==> src/rtl/irqv_pkg.sv <==
package irqv_pkg;
    localparam int NUM_SRC = 14;
    localparam int NUM_GRP = 8;
    localparam int LVL_W   = 4;
    localparam int VEC_W   = 16;
    localparam logic [VEC_W-1:0] VEC_TOP = 16'hFFFC;

    // group index (level minus one) for each hardware source
    function automatic int grp_of(input int s);
        int g;
        if (s == 0)       g = 0;
        else if (s <= 4)  g = 1;
        else if (s <= 6)  g = 2;
        else if (s <= 9)  g = 3;
        else              g = s - 6;
        return g;
    endfunction

    function automatic logic [NUM_SRC-1:0] grp_mask(input int g);
        logic [NUM_SRC-1:0] m;
        m = '0;
        for (int s = 0; s < NUM_SRC; s++) begin
            if (grp_of(s) == g) m[s] = 1'b1;
        end
        return m;
    endfunction

    function automatic logic [VEC_W-1:0] vec_of(input logic [LVL_W-1:0] lvl);
        return VEC_TOP - {{(VEC_W-LVL_W-1){1'b0}}, lvl, 1'b0};
    endfunction
endpackage

==> src/rtl/irqv_src_bank.sv <==
module irqv_src_bank
    import irqv_pkg::*;
#(
    parameter int N = NUM_SRC
) (
    input  logic         clk,
    input  logic         rst_n,
    input  logic [N-1:0] src_set,
    input  logic [N-1:0] src_clr,
    input  logic         en_wr,
    input  logic [N-1:0] en_wdata,
    output logic [N-1:0] flags,
    output logic [N-1:0] active
);
    typedef struct packed {
        logic [N-1:0] flags;
        logic [N-1:0] en;
    } bank_t;

    bank_t st_d, st_q;

    always_comb begin
        st_d = st_q;
        for (int i = 0; i < N; i++) begin
            // a set in the same cycle as a clear wins
            st_d.flags[i] = src_set[i] | (st_q.flags[i] & ~src_clr[i]);
        end
        if (en_wr) st_d.en = en_wdata;
    end

    always_ff @(posedge clk or negedge rst_n) begin
        if (!rst_n) st_q <= '0;
        else        st_q <= st_d;
    end

    assign flags  = st_q.flags;
    assign active = st_q.flags & st_q.en;
endmodule

==> src/rtl/irqv_group_or.sv <==
module irqv_group_or
    import irqv_pkg::*;
#(
    parameter int N = NUM_SRC,
    parameter int G = NUM_GRP
) (
    input  logic [N-1:0] active,
    output logic [G-1:0] grp
);
    for (genvar g = 0; g < G; g++) begin : g_lvl
        localparam logic [N-1:0] MASK = grp_mask(g);
        assign grp[g] = |(active & MASK);
    end
endmodule

==> src/rtl/irqv_prio_pick.sv <==
module irqv_prio_pick
    import irqv_pkg::*;
#(
    parameter int G  = NUM_GRP,
    parameter int LW = LVL_W,
    parameter int VW = VEC_W
) (
    input  logic          swi_pend,
    input  logic          imask,
    input  logic [G-1:0]  grp,
    output logic          hit,
    output logic [LW-1:0] level,
    output logic [VW-1:0] vector
);
    always_comb begin
        hit   = 1'b0;
        level = '0;
        if (swi_pend) begin
            hit   = 1'b1;
            level = '0;
        end else if (!imask) begin
            // descending scan: the lowest set level is written last
            for (int g = G - 1; g >= 0; g--) begin
                if (grp[g]) begin
                    hit   = 1'b1;
                    level = LW'(g + 1);
                end
            end
        end
        vector = vec_of(level);
    end
endmodule

==> src/rtl/irq_vector_ctrl.sv <==
module irq_vector_ctrl
    import irqv_pkg::*;
#(
    parameter int N  = NUM_SRC,
    parameter int G  = NUM_GRP,
    parameter int LW = LVL_W,
    parameter int VW = VEC_W
) (
    input  logic          clk,
    input  logic          rst_n,
    input  logic          cpu_imask,
    input  logic          swi_req,
    input  logic          ack,
    input  logic [N-1:0]  src_set,
    input  logic [N-1:0]  src_clr,
    input  logic          en_wr,
    input  logic [N-1:0]  en_wdata,
    output logic [G-1:0]  grp_status,
    output logic          irq_req,
    output logic [VW-1:0] vec_addr,
    output logic          stack_pc_dec
);
    typedef struct packed {
        logic          swi;
        logic [VW-1:0] vec;
        logic          dec;
    } ctl_t;

    ctl_t st_d, st_q;

    logic [N-1:0]  src_flags;
    logic [N-1:0]  src_active;
    logic          pick_hit;
    logic [LW-1:0] pick_lvl;
    logic [VW-1:0] pick_vec;
    logic          swi_pend;

    assign swi_pend = st_q.swi;

    irqv_src_bank #(.N(N)) u_bank (
        .clk      (clk),
        .rst_n    (rst_n),
        .src_set  (src_set),
        .src_clr  (src_clr),
        .en_wr    (en_wr),
        .en_wdata (en_wdata),
        .flags    (src_flags),
        .active   (src_active)
    );

    irqv_group_or #(.N(N), .G(G)) u_or (
        .active (src_active),
        .grp    (grp_status)
    );

    irqv_prio_pick #(.G(G), .LW(LW), .VW(VW)) u_pick (
        .swi_pend (swi_pend),
        .imask    (cpu_imask),
        .grp      (grp_status),
        .hit      (pick_hit),
        .level    (pick_lvl),
        .vector   (pick_vec)
    );

    always_comb begin
        st_d = st_q;
        if (ack && pick_hit) begin
            st_d.vec = pick_vec;
            st_d.dec = (pick_lvl != '0);
        end
        // a pending software interrupt always wins, so any ack retires it
        st_d.swi = swi_req | (st_q.swi & ~ack);
    end

    always_ff @(posedge clk or negedge rst_n) begin
        if (!rst_n) st_q <= '0;
        else        st_q <= st_d;
    end

    assign irq_req      = pick_hit;
    assign vec_addr     = st_q.vec;
    assign stack_pc_dec = st_q.dec;
endmodule

==> config.mk <==
export PLATFORM = sky130hd
export DESIGN_NAME = irq_vector_ctrl
export DESIGN_NICKNAME = d
export VERILOG_FILES = /design/src/rtl/irqv_pkg.sv /design/src/rtl/irqv_src_bank.sv /design/src/rtl/irqv_group_or.sv /design/src/rtl/irqv_prio_pick.sv /design/src/rtl/irq_vector_ctrl.sv
export SDC_FILE = /design/constraint.sdc
export NUM_CORES = 1
export LEC_CHECK = 0
export BUFFER_PORTS_ARGS = -buffer_cell sky130_fd_sc_hd__buf_2
export CORE_MARGIN = 5
export CORE_UTILIZATION = 52
export CTS_BUF_LIST = sky130_fd_sc_hd__clkbuf_4 sky130_fd_sc_hd__clkbuf_8
export DETAILED_ROUTE_END_ITERATION = 7
export PLACE_DENSITY = 0.83
export REMOVE_ABC_BUFFERS = 1
export SLEW_MARGIN = 20
export SYNTH_ARGS = -nofsm -noshare
export SYNTH_HDL_FRONTEND = slang
export SYNTH_SLANG_ARGS = --single-unit
==> constraint.sdc <==
create_clock -name clk -period 3.65 [get_ports clk]
set_clock_uncertainty 0.05 [all_clocks]
set_input_delay 1.095 -clock clk [delete_from_list [all_inputs] [get_ports clk]]
set_output_delay 1.095 -clock clk [all_outputs]
set_load 0.005 [all_outputs]
== After elaboration in Yosys (flattened, before gate mapping) ==
Cells that the tools add are included.

* Register bits: 46
* Input bits: 48
* Logic and storage cells: 77
* Output and inout port bits: 26

* Reduce and logical (&&, ||, !) cells: 5
* Add/sub/neg operators: 1
* Multiplexer cells: 20
* Bitwise logic cells: 46

{| class="wikitable"
|+ Operator list
! kind !! count
|-
| two-way mux 4 bit || 10
|-
| bitwise AND 1 bit || 15
|-
| NOT 1 bit || 15
|-
| bitwise OR 1 bit || 15
|-
| bitwise AND 14 bit || 1
|-
| two-way mux 1 bit || 10
|-
| subtractor 3 x 6 -> 7 bit, first input constant || 1
|-
| nonzero test 4 bit || 1
|-
| OR reduction 4 bit || 1
|-
| OR reduction 3 bit || 1
|-
| OR reduction 2 bit || 1
|-
| logical AND 1 bit || 1
|}

== Logic depth before layout (Yosys ltp) ==
* Depth after elaboration: 12
* Mapped depth: 8
* Depth with buffers taken out: 8

== By module ==
Synthesis repeated with hierarchy kept, for this count alone.

* Cells, all modules: 188
* Area, all modules: 2269.7 um2

{| class="wikitable"
|+ By module, submodules not included
! module !! seq. area each (um2) !! area each (um2) !! cells each !! times used
|-
| irqv_src_bank || 700.7 || 1219.9 || 99 || 1
|-
| irq_vector_ctrl || 450.4 || 728.2 || 41 || 1
|-
| irqv_prio_pick || 0.0 || 264.0 || 40 || 1
|-
| irqv_group_or || 0.0 || 57.6 || 8 || 1
|}

== Worst setup path before layout ==
Ideal clock, no wire load.

* Path type: flip-flop to output port
* Start: reg u_bank.st_q (netlist bit u_bank.flags[7])
* End: out irq_req
* Data arrival time: 1349 ps
* Buffers on the path: 0
* Stages on the path, launching flop included: 4
* Required time: 2505 ps
* Slack: 1156 ps
* Cells stage by stage: dfrtp_1 a222oi_1 nand4_1 o21a_1

* Word-level cells in the longest chain between the ends: 8

{| class="wikitable"
|+ Ends and longest elaborated chain
! what !! RTL line !! source
|-
| from (decl) || irqv_src_bank.sv:20 || <nowiki>bank_t st_d, st_q;</nowiki>
|-
| from (signal assigned) || irqv_src_bank.sv:33 || <nowiki>else st_q <= st_d;</nowiki>
|-
| bitwise AND 14 bit || irqv_src_bank.sv:37 || <nowiki>assign active = st_q.flags & st_q.en;</nowiki>
|-
| OR reduction 3 bit || irqv_group_or.sv:12 || <nowiki>assign grp[g] = |(active & MASK);</nowiki>
|-
| two-way mux 1 bit (4 in a row) || irqv_prio_pick.sv:24 || <nowiki>if (grp[g]) begin</nowiki>
|-
| two-way mux 1 bit || irqv_prio_pick.sv:21 || <nowiki>end else if (!imask) begin</nowiki>
|-
| two-way mux 1 bit || irqv_prio_pick.sv:18 || <nowiki>if (swi_pend) begin</nowiki>
|-
| to (decl) || irq_vector_ctrl.sv:19 || <nowiki>output logic irq_req,</nowiki>
|}

No other way between the ends.

== Worst setup path in the final report ==
Same ends and word-level chain as after synthesis.

==> flow_metrics.env <==
export IMPL_run_status="finished, final reports clean"
export IMPL_grt_antenna_before_repair=0
export IMPL_die_h_um=66.72
export IMPL_synthesis_area_um2=1673
export IMPL_dr_pass1_iters=4
export IMPL_finalSetupViolCount=0
export IMPL_synth_cell_types=31
export IMPL_whs_ns=0.4310
export IMPL_ant_nets=0
export IMPL_start_util_pct=54.35
export IMPL_crit_slowest_cell="a222oi_1"
export IMPL_utilization_pct=67.03
export IMPL_post_place_ws_ns=0.8486
export IMPL_synth_main_ff_cell="dfrtp_1"
export IMPL_grt_pass1_vias=1275
export IMPL_vias=1287
export IMPL_max_cap_viol_count=0
export IMPL_cts_tree="built"
export IMPL_rsz0062_at_grt="false"
export IMPL_coreArea_um2=3078
export IMPL_numCtsBuffers=5
export IMPL_hold_class="reg2reg"
export IMPL_antennaDiodeCount=0
export IMPL_tightest_slew_ns=0.7681
export IMPL_ff2ff_setup_slack_ns=1.39
export IMPL_layout_drive_gt1_share_pct=44.91
export IMPL_fp_dieW_um=66.72
export IMPL_peakVddDrop_uv=247.3
export IMPL_fin_crit_sh_pct=88.60
export IMPL_grt_pass1_wl_um=5313
export IMPL_final_common_cell="buf_2"
export IMPL_fin_tns_setup_ns=0
export IMPL_finalWorstSetupSlack_ns=0.4162
export IMPL_portBuffers=72
export IMPL_cts_repair_resized=0
export IMPL_yosysSeqAreaShare_pct=53.85
export IMPL_path_max_fanout=5
export IMPL_grt_use_total_pct=16.03
export IMPL_synth_edf_count=0
export IMPL_syn_inst=149
export IMPL_drc=0
export IMPL_fillerInstances=260
export IMPL_area_delta_synth_final_pct=23.34
export IMPL_power_w=0.0008050
export IMPL_ctsRootBufferMaster="clkbuf_4"
export IMPL_max_slew_margin_rel_pct=48.79
export IMPL_ctsLongestPathBuffers=2
export IMPL_fin_crit_ns=3.234
export IMPL_synthArstFlopShare_pct=100.0
export IMPL_crit_arrival_ns=2.09
export IMPL_reg2regPathDepth=5
export IMPL_timing_hold_violations_final=0
export IMPL_critical_path_endpoint_type="output port"
export IMPL_totalWireLength_um=3314
export IMPL_critical_path_max_stage_delay_ns=0.67
export IMPL_ioPinCount=74
export IMPL_hold_buffers=0
export IMPL_worstPathRequired_ns=2.50
export IMPL_layout_common_cells="72 x buf_2, 36 x dfrtp_1, 23 x inv_1"
export IMPL_gp_congestion=0.8267
export IMPL_viasPerCell=4.950
export IMPL_drtIter0Drc=36
export IMPL_insertion_delay_ns=0.32
export IMPL_synth_area_per_cell_um2=11.23
export IMPL_clkTransAtPathRegs_ns=0.10
export IMPL_finalMaxSlewViolations=0
export IMPL_cp_start_kind="register"
export IMPL_fmax_mhz=309.2
export IMPL_p_leak_nw=1.093
export IMPL_cts_setup_buffers=0
export IMPL_worstHoldPathCells=2
export IMPL_wire_per_inst_um=12.75
export IMPL_num_rows=20
export IMPL_ys_ff_latch=36
export IMPL_cts_sinks=36
export IMPL_gr_total_overflow=0
export IMPL_dp_hpwl_um=2699
export IMPL_htreeDepth=2
export IMPL_die_area_um2=4452
export IMPL_fin_nets=266
export IMPL_crit_type="reg2out"
export IMPL_path_cells="a222oi_1, nand4_1, o21a_1, buf_2"
export IMPL_grt_max_degree=37
export IMPL_ys_warn_count=0
export IMPL_powerDensity_nw_per_um2=390.2
[cell type report]
cell class | count | area [um2] | area share [%]
clock buffer | 7 | 65.06 | 3.153
multi-input combinational | 78 | 595.6 | 28.87
timing repair buffer | 72 | 360.3 | 17.47
inverter | 23 | 86.33 | 4.184
sequential | 36 | 900.9 | 43.66
tap | 44 | 55.05 | 2.668
[cells in the mapped netlist (all sizes together), types with 3 or more instances]
cell / number / area share [%]
nand2: 8 / 1.8
dfrtp: 36 / 54
inv: 23 / 5.2
mux2: 14 / 9.4
a21oi: 3 / 0.90
nand3: 3 / 0.90
a21o: 16 / 7.2
a22oi: 4 / 1.8
buf: 11 / 5.2
nand2b: 5 / 1.9
o21ai: 3 / 0.90
[where the power goes]
group | total, W | internal [W] | switching [W] | leakage (nW)
Sequential | 0.000448 | 0.000430 | 0.0000180 | 0.401
Clock | 0.000227 | 0.000109 | 0.000117 | 0.0374
Combinational | 0.000130 | 0.0000666 | 0.0000635 | 0.655
Total | 0.000805 | 0.000606 | 0.000199 | 1.09
[kinds of logic (layout without fill, tap and decap cells)]
logic type | Yosys count | count (layout) | synth area share [%]
mux | 14 | 14 | 9.424
compound gates | 35 | 35 | 15.78
buf+inv | 35 | 102 | 10.55
simple gates | 25 | 25 | 8.153
xor+xnor | 1 | 1 | 0.5237
other cells | 1 | 1 | 0.2242
flops | 36 | 36 | 53.85
fa+ha+maj | 2 | 2 | 1.496
[sequential cells by signal (all words and copies together), names as in the netlist]
register      count
u_bank.flags     14
u_bank.st_q      14
vec_addr          6
stack_pc_dec      1
swi_pend          1
[worst paths after layout]
kind / startpoint / end
setup / recovery: u_bank.flags[7] / irq_req
hold / removal: vec_addr[2] / vec_addr[2]
setup reg to reg: u_bank.flags[7] / vec_addr[4]
hold reg to reg: vec_addr[2] / vec_addr[2]
max in group asynchronous: rst_n / stack_pc_dec
min in group asynchronous: rst_n / u_bank.flags[11]
[critical path: cells and delay by family, from the launching register on]
kind | cells | cell delay [ns]
AND/OR/NAND/NOR | 1 | 0.31
buffers and inverters | 1 | 0.13
flip-flops | 1 | 0.39
AO/OA/AOI/OAI | 2 | 0.94
[through the flow]
stage,instances,cell area (um2)
after floorplan,137,1583
after global placement,253,1998
after detailed placement,253,1998
after CTS,260,2063
after global routing,260,2063
final,260,2063
[routing by layer]
metal  up-vias  global-route usage (%)  wire [um]
met1       594                   18.00       1388
li1        629                       -          -
met2        62                   28.47       1607
met3         2                   6.071        313
met4         0                   3.807          4
met5         -                       0          0
No activity file was read; power rests on OpenSTA's default activity.
